===== src/rtl/vcfg_unit.sv =====
module vcfg_unit #(
  parameter int XLEN = 32,
  parameter int VLEN = 128,
  parameter int ELEN = 64
) (
  input  logic            clk,
  input  logic            rst,
  input  logic            req_valid,
  output logic            req_ready,
  input  logic [XLEN-1:0] req_avl,
  input  logic [XLEN-1:0] req_vtype,
  output logic            rsp_valid,
  output logic [XLEN-1:0] rsp_vl,
  output logic [XLEN-1:0] vl_q,
  output logic [XLEN-1:0] vtype_q,
  output logic [XLEN-1:0] vstart_q
);
  localparam int REG_BYTES = VLEN / 8;
  localparam int EW_MAX    = $clog2(ELEN / 8);
  localparam int RSV_LO    = 7;
  localparam logic [XLEN-1:0] ILL_WORD = {1'b1, {(XLEN-1){1'b0}}};

  logic [1:0]      grp;
  logic [2:0]      ew;
  logic [1:0]      div;
  logic            bad;
  logic [XLEN-1:0] vlmax;
  logic [XLEN-1:0] grant;

  assign req_ready = 1'b1;
  assign grp = req_vtype[1:0];
  assign ew  = req_vtype[4:2];
  assign div = req_vtype[6:5];

  assign bad = (ew > 3'(EW_MAX)) || req_vtype[XLEN-1] || (div != 2'b00)
            || (req_vtype[XLEN-2:RSV_LO] != '0);

  assign vlmax = (XLEN'(REG_BYTES) << grp) >> ew;
  assign grant = bad ? '0 : ((req_avl <= vlmax) ? req_avl : vlmax);

  always_ff @(posedge clk) begin
    if (rst) begin
      vtype_q   <= ILL_WORD;
      vl_q      <= '0;
      vstart_q  <= '0;
      rsp_vl    <= '0;
      rsp_valid <= 1'b0;
    end else begin
      rsp_valid <= req_valid && req_ready;
      if (req_valid && req_ready) begin
        vtype_q  <= bad ? ILL_WORD : req_vtype;
        vl_q     <= grant;
        vstart_q <= '0;
        rsp_vl   <= grant;
      end
    end
  end
endmodule



===== config.mk =====
export PLATFORM = sky130hd
export DESIGN_NAME = vcfg_unit
export DESIGN_NICKNAME = d
export VERILOG_FILES = /design/src/rtl/vcfg_unit.sv
export SDC_FILE = /design/constraint.sdc
export NUM_CORES = 1
export LEC_CHECK = 0
export ABC_AREA = 1
export CORE_UTILIZATION = 38
export CTS_BUF_LIST = sky130_fd_sc_hd__clkbuf_8
export DETAILED_ROUTE_END_ITERATION = 7
export PLACE_DENSITY_LB_ADDON = 0.1
export SLEW_MARGIN = 20
export SYNTH_ARGS = -nofsm -noshare
export SYNTH_HDL_FRONTEND = slang
export SYNTH_SLANG_ARGS = --single-unit
export TNS_END_PERCENT = 30

===== constraint.sdc =====
create_clock -name clk -period 2 [get_ports clk]
set_clock_uncertainty 0.15 [all_clocks]
set_input_delay 0.2 -clock clk [delete_from_list [all_inputs] [get_ports clk]]
set_output_delay 0.2 -clock clk [all_outputs]
set_load 0.005 [all_outputs]

Word level (Yosys, flattened, before mapping)

Index checks and enable logic that the tools add are counted.

Output and inout bits: 130
Register bits: 65
Input port bits: 67
Logic and storage cells: 15

$lt $le $gt $ge: 2
Reduce and logical (&&, ||, !) cells: 5
Shift-type cells: 2
Mux-type cells: 3

Operators by type and width:

| kind                   | number |
|---|---|
| $mux W32               | 3 |
| $le A32 B32 Y1         | 1 |
| $shl A5 B2 Y32 const A | 1 |
| $shr A32 B3 Y32        | 1 |
| $reduce_bool A24 Y1    | 1 |
| $gt A3 B2 Y1 const B   | 1 |
| $logic_or A1 B1 Y1     | 3 |
| $reduce_bool A2 Y1     | 1 |

Depth between registers and ports, before layout

Gate-level depths: netlist of run 1.

Word-level depth: 5
Depth in mapped cells: 19
Depth with buffers taken out: 19

Worst setup path before layout of run 1

Ideal clock, no wire load.

Path type: input-to-reg
Start: in req_vtype[0]
End: reg rsp_vl[0]
Data required time: 1.737 ns
Data arrival time: 1.629 ns
Setup time: 0.113 ns
Slack: 0.108 ns
Buffers on the path: 0
Stages on the path: 16
Cells stage by stage: inv_2 nand2_1 o21ai_1 inv_1 nand2_1 nand3_1 ha_1 nand2_1 nor2_1 nand2_1 nor2_1 inv_1 nand2_1 nand3_1 nand3_1 nand2_1

Word-level cells in the longest chain between the ends: 5

Ends and longest elaborated chain:

| item                     | line | RTL |
|---|---|---|
| start: declaration       | 11   | `input logic [XLEN-1:0] req_vtype,` |
| $shl A5 B2 Y32 *         | 38   | `assign vlmax = (XLEN'(REG_BYTES) << grp) >> ew;` |
| $shr A32 B3 Y32 *        | 38   |  |
| $le A32 B32 Y1           | 39   | `assign grant = bad ? '0 : ((req_avl <= vlmax) ? req_avl : vlmax);` |
| $mux W32 * (2 in series) | 39   |  |
| end signal: assignment   | 54   | `rsp_vl <= grant;` |
| end: declaration         | 13   | `output logic [XLEN-1:0] rsp_vl,` |

Mark *: on every way between the ends. The rest lies on a longest branch, timed or not.
A chain may end at the register's enable or synchronous reset.

Final worst setup path of run 1

Start: in req_vtype[0]
End: reg rsp_vl[2]

Same word-level chain as after synthesis.

==> results of run 1 <==
==> per-layer routing <==
metal | track usage | part of all wire | vias to the layer above | wire length (microns)
met5 | 0 | 0 | - | 0
met1 | 0.1849 | 0.41 | 1291 | 3176
met3 | 0.06504 | 0.089 | 7 | 689
li1 | - | - | 1562 | -
met2 | 0.3039 | 0.49 | 136 | 3758
met4 | 0.05385 | 0.011 | 0 | 87
==> logic make-up (layout without fill, tap and decap cells) <==
kind of cell             count (synthesis)  count (layout)  share of synthesized area
AND/OR/NAND/NOR                        246             246                     0.3235
buffers and inverters                  112             236                     0.2120
adder cells (fa/ha/maj)                  8               8                    0.03176
other                                    2              33                   0.002383
AO/OA/AOI/OAI                            9               9                    0.01747
flip-flops                              65              65                     0.4129
==> power groups by stage <==
stage	clock network, mW	logic [mW]	registers (mW)
after floorplan	0	0.182	1.32
after global placement	0	0.326	1.32
after detailed placement	0	0.331	1.32
after CTS	1.25	0.332	1.29
after global routing	1.30	0.387	1.29
final	1.21	0.350	1.29
==> worst max-delay path by stage <==
stage / from / endpoint / depth (start not counted)
after floorplan: req_vtype[0] / rsp_vl[0]$_SDFFE_PP0P_ / 16
after CTS: req_vtype[3] / rsp_vl[2]$_SDFFE_PP0P_ / 15
after global placement: req_vtype[0] / rsp_vl[4]$_SDFFE_PP0P_ / 17
after detailed placement: req_vtype[0] / rsp_vl[2]$_SDFFE_PP0P_ / 17
final: req_vtype[0] / rsp_vl[2]$_SDFFE_PP0P_ / 17
after global routing: req_vtype[0] / rsp_vl[6]$_SDFFE_PP0P_ / 17
==> flip-flops by register name, indices dropped and copies added (netlist names) <==
| register | flops |
|---|---|
| rsp_valid | 1 |
| rsp_vl | 32 |
| vtype_q | 32 |
==> critical path, cell delays in order <==
cell	delay, ns
clkbuf_2	0.14
inv_2	0.08
nand2_1	0.06
o21ai_2	0.18
inv_1	0.07
nand2_2	0.08
nand3_2	0.08
ha_1	0.28
nand2_1	0.05
nor2_2	0.12
nand2_1	0.08
nor2_2	0.16
inv_2	0.07
nand2_4	0.11
nand3_1	0.08
nand3_1	0.07
nand2_1	0.05
==> Yosys cell counts <==
| library cell | n | area share |
|---|---|---|
| o31ai_1 | 4 | 0.0095 |
| nand2_2 | 1 | 0.0020 |
| inv_1 | 33 | 0.039 |
| o21ai_1 | 1 | 0.0016 |
| nand2_1 | 114 | 0.14 |
| conb_1 | 2 | 0.0024 |
| nor3_1 | 2 | 0.0032 |
| o21ai_0 | 2 | 0.0032 |
| nand3_1 | 38 | 0.060 |
| buf_4 | 65 | 0.15 |
| a21oi_1 | 2 | 0.0032 |
| clkbuf_1 | 9 | 0.011 |
| and2_1 | 1 | 0.0020 |
| dfxtp_1 | 65 | 0.41 |
| nor2_1 | 83 | 0.099 |
| ha_1 | 8 | 0.032 |
| inv_2 | 2 | 0.0024 |
| nor2_8 | 1 | 0.0064 |
| nand3b_1 | 1 | 0.0024 |
| nand4_1 | 3 | 0.0060 |
| buf_2 | 3 | 0.0048 |
| nand3_2 | 1 | 0.0032 |
| nor2_4 | 1 | 0.0036 |
==> metrics by stage <==
stage | util | hold WS (ns) | instances | TNS (ns) | setup slack (ns)
finish | 0.6274 | 0.07687 | 699 | 0 | 0.1331
global route | 0.6274 | 0.06570 | 699 | -0.07902 | -0.02496
CTS | 0.6185 | 0.06067 | 698 | 0 | 0.01667
detailed placement | 0.5887 | 0.2773 | 682 | -5.562 | -0.7083
global placement | 0.5887 | 0.2755 | 682 | -5.095 | -0.6405
floorplan | - | 0.1218 | 473 | 0 | 0.1080
==> placed cells by master (no fill, tap or decap) <==
master / Yosys / final
clkdlybuf4s50_1: 0 / 157
nand2_1: 114 / 106
nor2_1: 83 / 80
dfxtp_1: 65 / 65
nand3_1: 38 / 33
conb_1: 2 / 33
inv_1: 33 / 29
buf_4: 65 / 21
clkbuf_8: 0 / 9
nand2_2: 1 / 8
inv_2: 2 / 6
nand3_2: 1 / 6
ha_1: 8 / 6
o31ai_1: 4 / 4
nand4_1: 3 / 3
nor2_2: 0 / 3
clkbuf_2: 0 / 3
o21ai_1: 1 / 2
nor3_1: 2 / 2
a21oi_1: 2 / 2
ha_4: 0 / 2
clkinvlp_4: 0 / 2
bufinv_16: 0 / 2
clkinv_2: 0 / 2
dlymetal6s2s_1: 0 / 2
o21ai_2: 0 / 1
nand3b_1: 1 / 1
nand2_4: 0 / 1
and2_1: 1 / 1
nor2_4: 1 / 1
nor2_8: 1 / 1
inv_6: 0 / 1
buf_2: 3 / 1
buf_6: 0 / 1
==> final cells by class <==
cell class	count	area share
timing repair buffer	185	0.3608
inverter	35	0.02655
clock inverter	7	0.01896
sequential	65	0.2630
tap	102	0.02579
multi-input combinational	296	0.2799
clock buffer	9	0.02503
==> what timing repair did <==
item                                    4_1_cts  5_1_grt
cloned                                        0        0
buffers inserted                              0        1
resized for setup                            13       25
pin swaps                                     4        6
hold buffers                                  0        0
endpoints found under the setup margin        8        8
==> qor.txt, run 1 <==
Die Area = 0.008662 sq mm
Setup Viol. Count Final = 0
Ant. Diodes = 0
Hold Crit Start = rst
Final Net Count = 667
vias in the first global route = 2,549
Core ar. = 0.007888 sq mm
power per cell area = 576.2 mW/mm^2
GP Congestion = 0.8526
DR iter-0 viols = 97
worst hold path class = input port to flip-flop
Area growth, synth to finish = 57.01%
first-pass GRT wire length = 11,540 microns
io pins = 197
area occupied by multi-input gates = 0.001385 sq mm
Max VDD drop = 0.4756 mV
cts bufs inserted = 9
Sequential Power Share = 0.454
grt total ovfl = 0
Vias/cell = 4.286
Crit. End Element = flip-flop
final worst path period share = 0.9335
Die Y = 93.07 microns
FF-to-FF path depth = 2
outcome = finished, final reports clean
Pwr Total = 2.852 mW
Slew headroom = 0.5113
Filler cells = 702
row cnt = 32
largest net degree at the start of global routing = 51
reg2reg end = vtype_q[31]$_SDFFE_PP1P_
Pins Over Slew Limit = 0
R2R setup slack = 1.19 ns
Setup CP Type = input port to flip-flop
post-synthesis register bit count = 65
Detailed Place HPWL = 5894 microns
Mapped Avg Cell Area = 7.131 sq um
DRT Pass-1 Iters = 4
final instance area = 0.004949 sq mm
CTS tree = done
post-route ant nets = 0
Net Sw Frac = 0.2346
IO buf count = 163
CP Launch Type = input port
Max Cap Violations = 0
worst hold endpoint = vtype_q[3]$_SDFFE_PP0P_
Worst-Margin Slew = 0.7304 ns
warnings from Yosys = 0
detailed-route via count = 2,996
Root Buffer = clkbuf_8
Clock H-tree levels = 3
Distinct cells, synth = 23
worst endpoint required time = 2.08 ns
combinational fraction of design power = 0.123
Total GRT Usage = 0.1704
dpl cell area = 0.004643 sq mm
Sw Pwr = 0.6689 mW
total area of sequential cells = 0.001301 sq mm
detailed-route DRC error count = 0
synthesized area = 0.003152 sq mm
crit path time final = 1.867 ns
total wire length = 7710 microns
final hold vios = 0
CP arrival = 1.95 ns
Hold Path Depth = 2
reg2reg start = vtype_q[31]$_SDFFE_PP1P_
Clock Tree Buf Depth = 2
Crit Path Max Fanout = 8
Fmax = 0.5356 GHz
initial core utilization = 0.3996
post-DR wirelength/cell = 11.03 microns
initial antenna violation count = 0
Clock transition at path regs = 0.07 ns
Seq/Total Area, Yosys = 0.4129
internal power = 2.183 mW
clock share of power = 0.423
Mapped Cells = 442
ratio of cells with drive above 1 in the final layout = 0.1189
CTS sink cnt = 65
worst-skew pair later-pin latency = 0.34 ns
Leak = 2.144 nW
Die X = 93.07 microns
Note: power is estimated with default switching activity, not from simulation.
==> run 2, diff against run 1 <==
==> constraint.sdc (replaced) <==
create_clock -name clk -period 1.8 [get_ports clk]
set_clock_uncertainty 0.15 [all_clocks]
set_input_delay 0.18 -clock clk [delete_from_list [all_inputs] [get_ports clk]]
set_output_delay 0.18 -clock clk [all_outputs]
set_load 0.005 [all_outputs]
==> qor.txt, run 2 (synthesized netlist as in run 1, its figures left out) <==
DR iter-0 viols = 103
Final Net Count = 673
Worst-Margin Slew = 0.7540 ns
power per cell area = 599.0 mW/mm^2
Setup TNS = 0 ns
combinational fraction of design power = 0.147
worst endpoint required time = 1.88 ns
dpl cell area = 0.004649 sq mm
hold_buf cts = 0
Vias/cell = 4.396
placed insts = 682
most frequent cells in the layout = clkdlybuf4s50_1, nand2_1, nor2_1, dfxtp_1, conb_1
Max Cap Violations = 0
Setup Viol. Count Final = 0
Clock Tree Buf Depth = 2
ratio of cells with drive above 1 in the final layout = 0.1791
Root Buffer = clkbuf_8
internal power = 2.334 mW
first-pass GRT wire length = 11,940 microns
Hold Path Depth = 4
Pins Over Slew Limit = 0
Filler cells = 673
Core ar. = 0.007888 sq mm
Die X = 93.07 microns
top flop regs = rsp_vl (32), vtype_q (32), rsp_valid (1)
clock share of power = 0.396
Clock transition at path regs = 0.07 ns
CTS sink cnt = 65
Fmax = 0.5610 GHz
crit path time final = 1.783 ns
Setup CP Type = input port to flip-flop
cts bufs inserted = 9
max incr delay on CP = 0.26 ns
Leak = 2.191 nW
IO buf count = 163
Pwr Total = 3.145 mW
io pins = 197
CP cell instances = buf_12 -> clkinv_8 -> nand2_4 -> o21ai_4 -> inv_2 -> nand2_4 -> nand3_4 -> ha_4 -> nand2_2 -> nor2_2 -> nand2_1 -> nor2_2 -> inv_2 -> nand2_4 -> nand3_2 -> nand3_1 -> nand2_1
worst-skew pair later-pin latency = 0.33 ns
Die Y = 93.07 microns
total area of sequential cells = 0.001301 sq mm
Hold Slack = 0.06780 ns
row cnt = 32
Crit Path Max Fanout = 8
final hold vios = 0
Sequential Power Share = 0.457
R2R setup slack = 1.00 ns
Total GRT Usage = 0.1774
worst hold endpoint = vtype_q[0]$_SDFFE_PP0P_
post-DR wirelength/cell = 11.70 microns
final worst path period share = 0.9903
Ant. Diodes = 0
Non-Filler Instances = 705
reg2reg end = vtype_q[31]$_SDFFE_PP1P_
Area growth, synth to finish = 66.61%
detailed-route via count = 3,099
Clock H-tree levels = 3
Slew headroom = 0.4955
largest net degree at the start of global routing = 57
DRT Pass-1 Iters = 4
total wire length = 8248 microns
Die Area = 0.008662 sq mm
Crit. End Element = flip-flop
GP Congestion = 0.9414
initial antenna violation count = 0
Hold Crit Start = req_vtype[0]
CTS tree = done
CP Launch Type = input port
CP most frequent cell = nand2_4
CP arrival = 1.86 ns
initial core utilization = 0.3996
Sw Pwr = 0.8112 mW
detailed-route DRC error count = 0
final instance area = 0.005251 sq mm
most common cell after layout, fill and taps aside = clkdlybuf4s50_1
Detailed Place HPWL = 5996 microns
vias in the first global route = 2,612
FF-to-FF path depth = 2
Net Sw Frac = 0.2579
post-route ant nets = 0
outcome = finished, final reports clean
worst hold path class = input port to flip-flop
RSZ-0062 raised after global routing = true
area occupied by multi-input gates = 0.001609 sq mm
Max VDD drop = 0.4753 mV
grt total ovfl = 0
Slowest cell on crit path = ha_4
reg2reg start = vtype_q[31]$_SDFFE_PP1P_
## run 2: cell types whose count changed in the layout (fill, tap and decap cells not counted), moves of 4 or more
cell,before,now
buf_4,21,26
ha_1,6,2
ha_4,2,6
nand2_1,106,100
nand2_2,8,12
nand3_1,33,17
nand3_2,6,16
nand3_4,0,6
## run 2: how the worst max path moves through the flow
stage,slack (ns),to,startpoint,depth (start not counted)
CTS,0.002,rsp_vl[3]$_SDFFE_PP0P_,req_vtype[1],17
floorplan,0.006,rsp_vl[0]$_SDFFE_PP0P_,req_vtype[2],14
finish,0.02,rsp_vl[5]$_SDFFE_PP0P_,req_vtype[0],17
detailed placement,-0.80,rsp_vl[4]$_SDFFE_PP0P_,req_vtype[2],14
global placement,-0.75,rsp_vl[3]$_SDFFE_PP0P_,req_vtype[2],14
global route,-0.11,rsp_vl[5]$_SDFFE_PP0P_,req_vtype[1],17
## run 2: critical path, delay by kind of cell
| family | cells | cell delay, ns |
|---|---|---|
| AO/OA/AOI/OAI | 1 | 0.16 |
| adder cells (fa/ha/maj) | 1 | 0.26 |
| buffers and inverters | 4 | 0.30 |
| AND/OR/NAND/NOR | 11 | 0.97 |
## run 2: metal layers
layer | global-route usage | up-vias | wire length [microns]
li1 | - | 1578 | -
met1 | 0.1913 | 1346 | 2994
met2 | 0.3094 | 157 | 4246
met3 | 0.06341 | 18 | 796
met4 | 0.08077 | 0 | 210
met5 | 0 | - | 0
## run 2: final cells by class
type	instances	share of cell area
clock buffers	9	0.02359
repair buffers	191	0.3543
well taps	102	0.02430
clock inverters	7	0.01477
flip-flops and latches	65	0.2478
multi-input cells	296	0.3064
inverters	35	0.02883
## run 2: power by group through the flow
stage | Combinational [mW] | Clock, mW | Sequential, mW
2_1_floorplan | 0.203 | 0 | 1.47
3_3_place_gp | 0.368 | 0 | 1.47
3_5_place_dp | 0.369 | 0 | 1.47
4_1_cts | 0.373 | 1.29 | 1.44
5_1_grt | 0.510 | 1.33 | 1.44
6_report | 0.461 | 1.25 | 1.44
## run 2: metrics by stage
| step | utilization | setup slack [ns] |
|---|---|---|
| 6_report | 0.6658 | 0.01742 |
| 5_1_grt | 0.6658 | -0.1057 |
| 4_1_cts | 0.6196 | 0.002413 |
| 3_5_place_dp | 0.5895 | -0.7988 |
| 3_3_place_gp | 0.5895 | -0.7469 |
| 2_1_floorplan | - | 0.005832 |
## run 2: repair_timing
action / CTS / global route
resized for setup: 26 / 78
endpoints found under the hold margin: 0 / 0
endpoints found under the setup margin: 8 / 8
pin swaps: 6 / 20
buffers inserted: 2 / 5
==> run 3, diff against run 2 <==
--- a/config.mk
+++ b/config.mk
@@ -6,9 +6,10 @@
 export NUM_CORES = 1
 export LEC_CHECK = 0
 export ABC_AREA = 1
-export CORE_UTILIZATION = 38
+export CORE_UTILIZATION = 40
 export CTS_BUF_LIST = sky130_fd_sc_hd__clkbuf_8
 export DETAILED_ROUTE_END_ITERATION = 7
+export DONT_BUFFER_PORTS = 1
 export PLACE_DENSITY_LB_ADDON = 0.1
 export SLEW_MARGIN = 20
 export SYNTH_ARGS = -nofsm -noshare
==> qor.txt, run 3 (synthesized netlist as in run 1, its figures left out) <==
Root Buffer = clkbuf_8
CTS tree = done
Die Area = 0.008238 sq mm
largest net degree at the start of global routing = 57
total area of sequential cells = 0.001301 sq mm
initial core utilization = 0.4100
power per cell area = 892.4 mW/mm^2
CP Launch Type = input port
outcome = finished, final reports clean
Hold Slack = 0.01642 ns
reg2reg end = vtype_q[31]$_SDFFE_PP1P_
CP arrival = 1.78 ns
delay-heaviest family, CP = simple AND/OR/NAND/NOR gates
Clock Tree Buf Depth = 2
Sequential Power Share = 0.478
GP Congestion = 0.7959
DR iter-0 viols = 64
first-pass GRT wire length = 10,400 microns
Clock H-tree levels = 3
Slowest cell on crit path = dlygate4sd3_1
Vias/cell = 4.505
grt total ovfl = 0
Max VDD drop = 0.4178 mV
DRT Pass-1 Iters = 4
Crit Path Max Fanout = 8
most common cell after layout, fill and taps aside = nand2_1
Die X = 90.77 microns
Area growth, synth to finish = 7.027%
Top Layer Used = met4
Core ar. = 0.007687 sq mm
worst setup path start = req_avl[0]
most frequent cells in the layout = nand2_1, nor2_1, dfxtp_1, nand3_1, inv_1
cts bufs inserted = 9
final worst path period share = 0.9470
Setup CP Type = input port to flip-flop
reg2reg start = vtype_q[31]$_SDFFE_PP1P_
row cnt = 32
Detailed Place HPWL = 4774 microns
Clock transition at path regs = 0.07 ns
crit path time final = 1.705 ns
initial antenna violation count = 0
Sw Pwr = 0.6944 mW
Crit. End Element = flip-flop
met2 wire len = 3211 microns
Ant. Diodes = 0
Net Sw Frac = 0.2307
top flop regs = rsp_vl (32), vtype_q (32), rsp_valid (1)
final core occ = 0.4388
final hold vios = 0
post-route ant nets = 0
ratio of cells with drive above 1 in the final layout = 0.1025
Final Net Count = 509
CTS sink cnt = 65
total wire length = 6693 microns
combinational fraction of design power = 0.079
CP most frequent cell = nand2_1
worst hold path class = input port to flip-flop
Total GRT Usage = 0.1621
post-DR wirelength/cell = 12.37 microns
R2R setup slack = 0.96 ns
worst-skew pair later-pin latency = 0.32 ns
detailed-route DRC error count = 0
# Post-CTS Setup Buffers = 0
Max Cap Violations = 0
Filler cells = 789
CP cell instances = dlygate4sd3_1 -> inv_1 -> ha_1 -> nand2_1 -> nor2_1 -> nand2_1 -> nor2_2 -> inv_1 -> nand2_4 -> nand3_1 -> nand3_1 -> nand2_1
clock share of power = 0.443
Crit path depth = 12
FF-to-FF path depth = 2
IO buf count = 0
io pins = 197
max incr delay on CP = 0.53 ns
worst endpoint required time = 1.88 ns
internal power = 2.316 mW
Pins Over Slew Limit = 0
Hold Crit Start = rst
vias in the first global route = 2,105
Setup Viol. Count Final = 0
Die Y = 90.77 microns
routed length on met1 = 2805 microns
Fmax = 0.5867 GHz
Hold Path Depth = 2
Leak = 1.556 nW
worst path bufs/invs = 3
detailed-route via count = 2,437
metal3 WL = 567 microns
area occupied by multi-input gates = 0.001340 sq mm
worst hold endpoint = rsp_vl[31]$_SDFFE_PP0P_
## run 3: changes by cell type in the layout (fill, tap and decap cells not counted), moves of 5 or more
cell	delta
clkdlybuf4s50_1	-157
buf_4	-12
ha_4	-5
dlygate4sd3_1	+12
nand3_4	-6
nand3_2	-14
nand2_2	-8
inv_1	+7
nand2_1	+10
nand3_1	+20
ha_1	+5
## run 3: per-stage QoR
step | power, mW | cell area (sq um) | TNS (ns) | setup slack, ns | cells
3_5_place_dp | 1.656 | 2970 | -1.973 | -0.2688 | 512
6_report | 3.010 | 3373 | 0 | 0.09547 | 541
5_1_grt | 3.163 | 3373 | -0.02127 | -0.01104 | 541
4_1_cts | 3.053 | 3338 | 0 | 0.1005 | 541
3_3_place_gp | 1.654 | 2970 | -1.825 | -0.2470 | 512
2_1_floorplan | 1.675 | 3274 | 0 | 0.005832 | 473
## run 3: power by group through the flow
stage | clock, mW | sequential (mW) | combinational (mW)
2_1_floorplan | 0 | 1.47 | 0.203
3_3_place_gp | 0 | 1.47 | 0.182
4_1_cts | 1.38 | 1.44 | 0.233
3_5_place_dp | 0 | 1.47 | 0.184
6_report | 1.33 | 1.44 | 0.238
5_1_grt | 1.45 | 1.44 | 0.273
## run 3: metal layers
metal | vias up | track usage
met5 | - | 0
met4 | 0 | 0.06183
met3 | 11 | 0.06902
met2 | 133 | 0.2633
met1 | 1048 | 0.1882
li1 | 1245 | -
## run 3: what timing repair did
item / CTS / global route
hold endpoints to repair: 65 / 0
gates resized for setup: 0 / 8
setup endpoints to repair: 0 / 8
hold buffers: 13 / 0
## run 3: worst max path at each step
stage	slack, ns	to
6_report	0.1	rsp_vl[4]$_SDFFE_PP0P_
2_1_floorplan	0.006	rsp_vl[0]$_SDFFE_PP0P_
3_5_place_dp	-0.27	rsp_vl[4]$_SDFFE_PP0P_
3_3_place_gp	-0.25	rsp_vl[3]$_SDFFE_PP0P_
5_1_grt	-0.01	rsp_vl[1]$_SDFFE_PP0P_
4_1_cts	0.10	rsp_vl[3]$_SDFFE_PP0P_
## run 3: layout make-up
type,count,share of cell area
well taps,102,0.03783
flip-flops and latches,65,0.3858
clock inverters,7,0.02856
clock buffers,9,0.03672
repair buffers,27,0.07493
inverters,35,0.03895
multi-input cells,296,0.3973
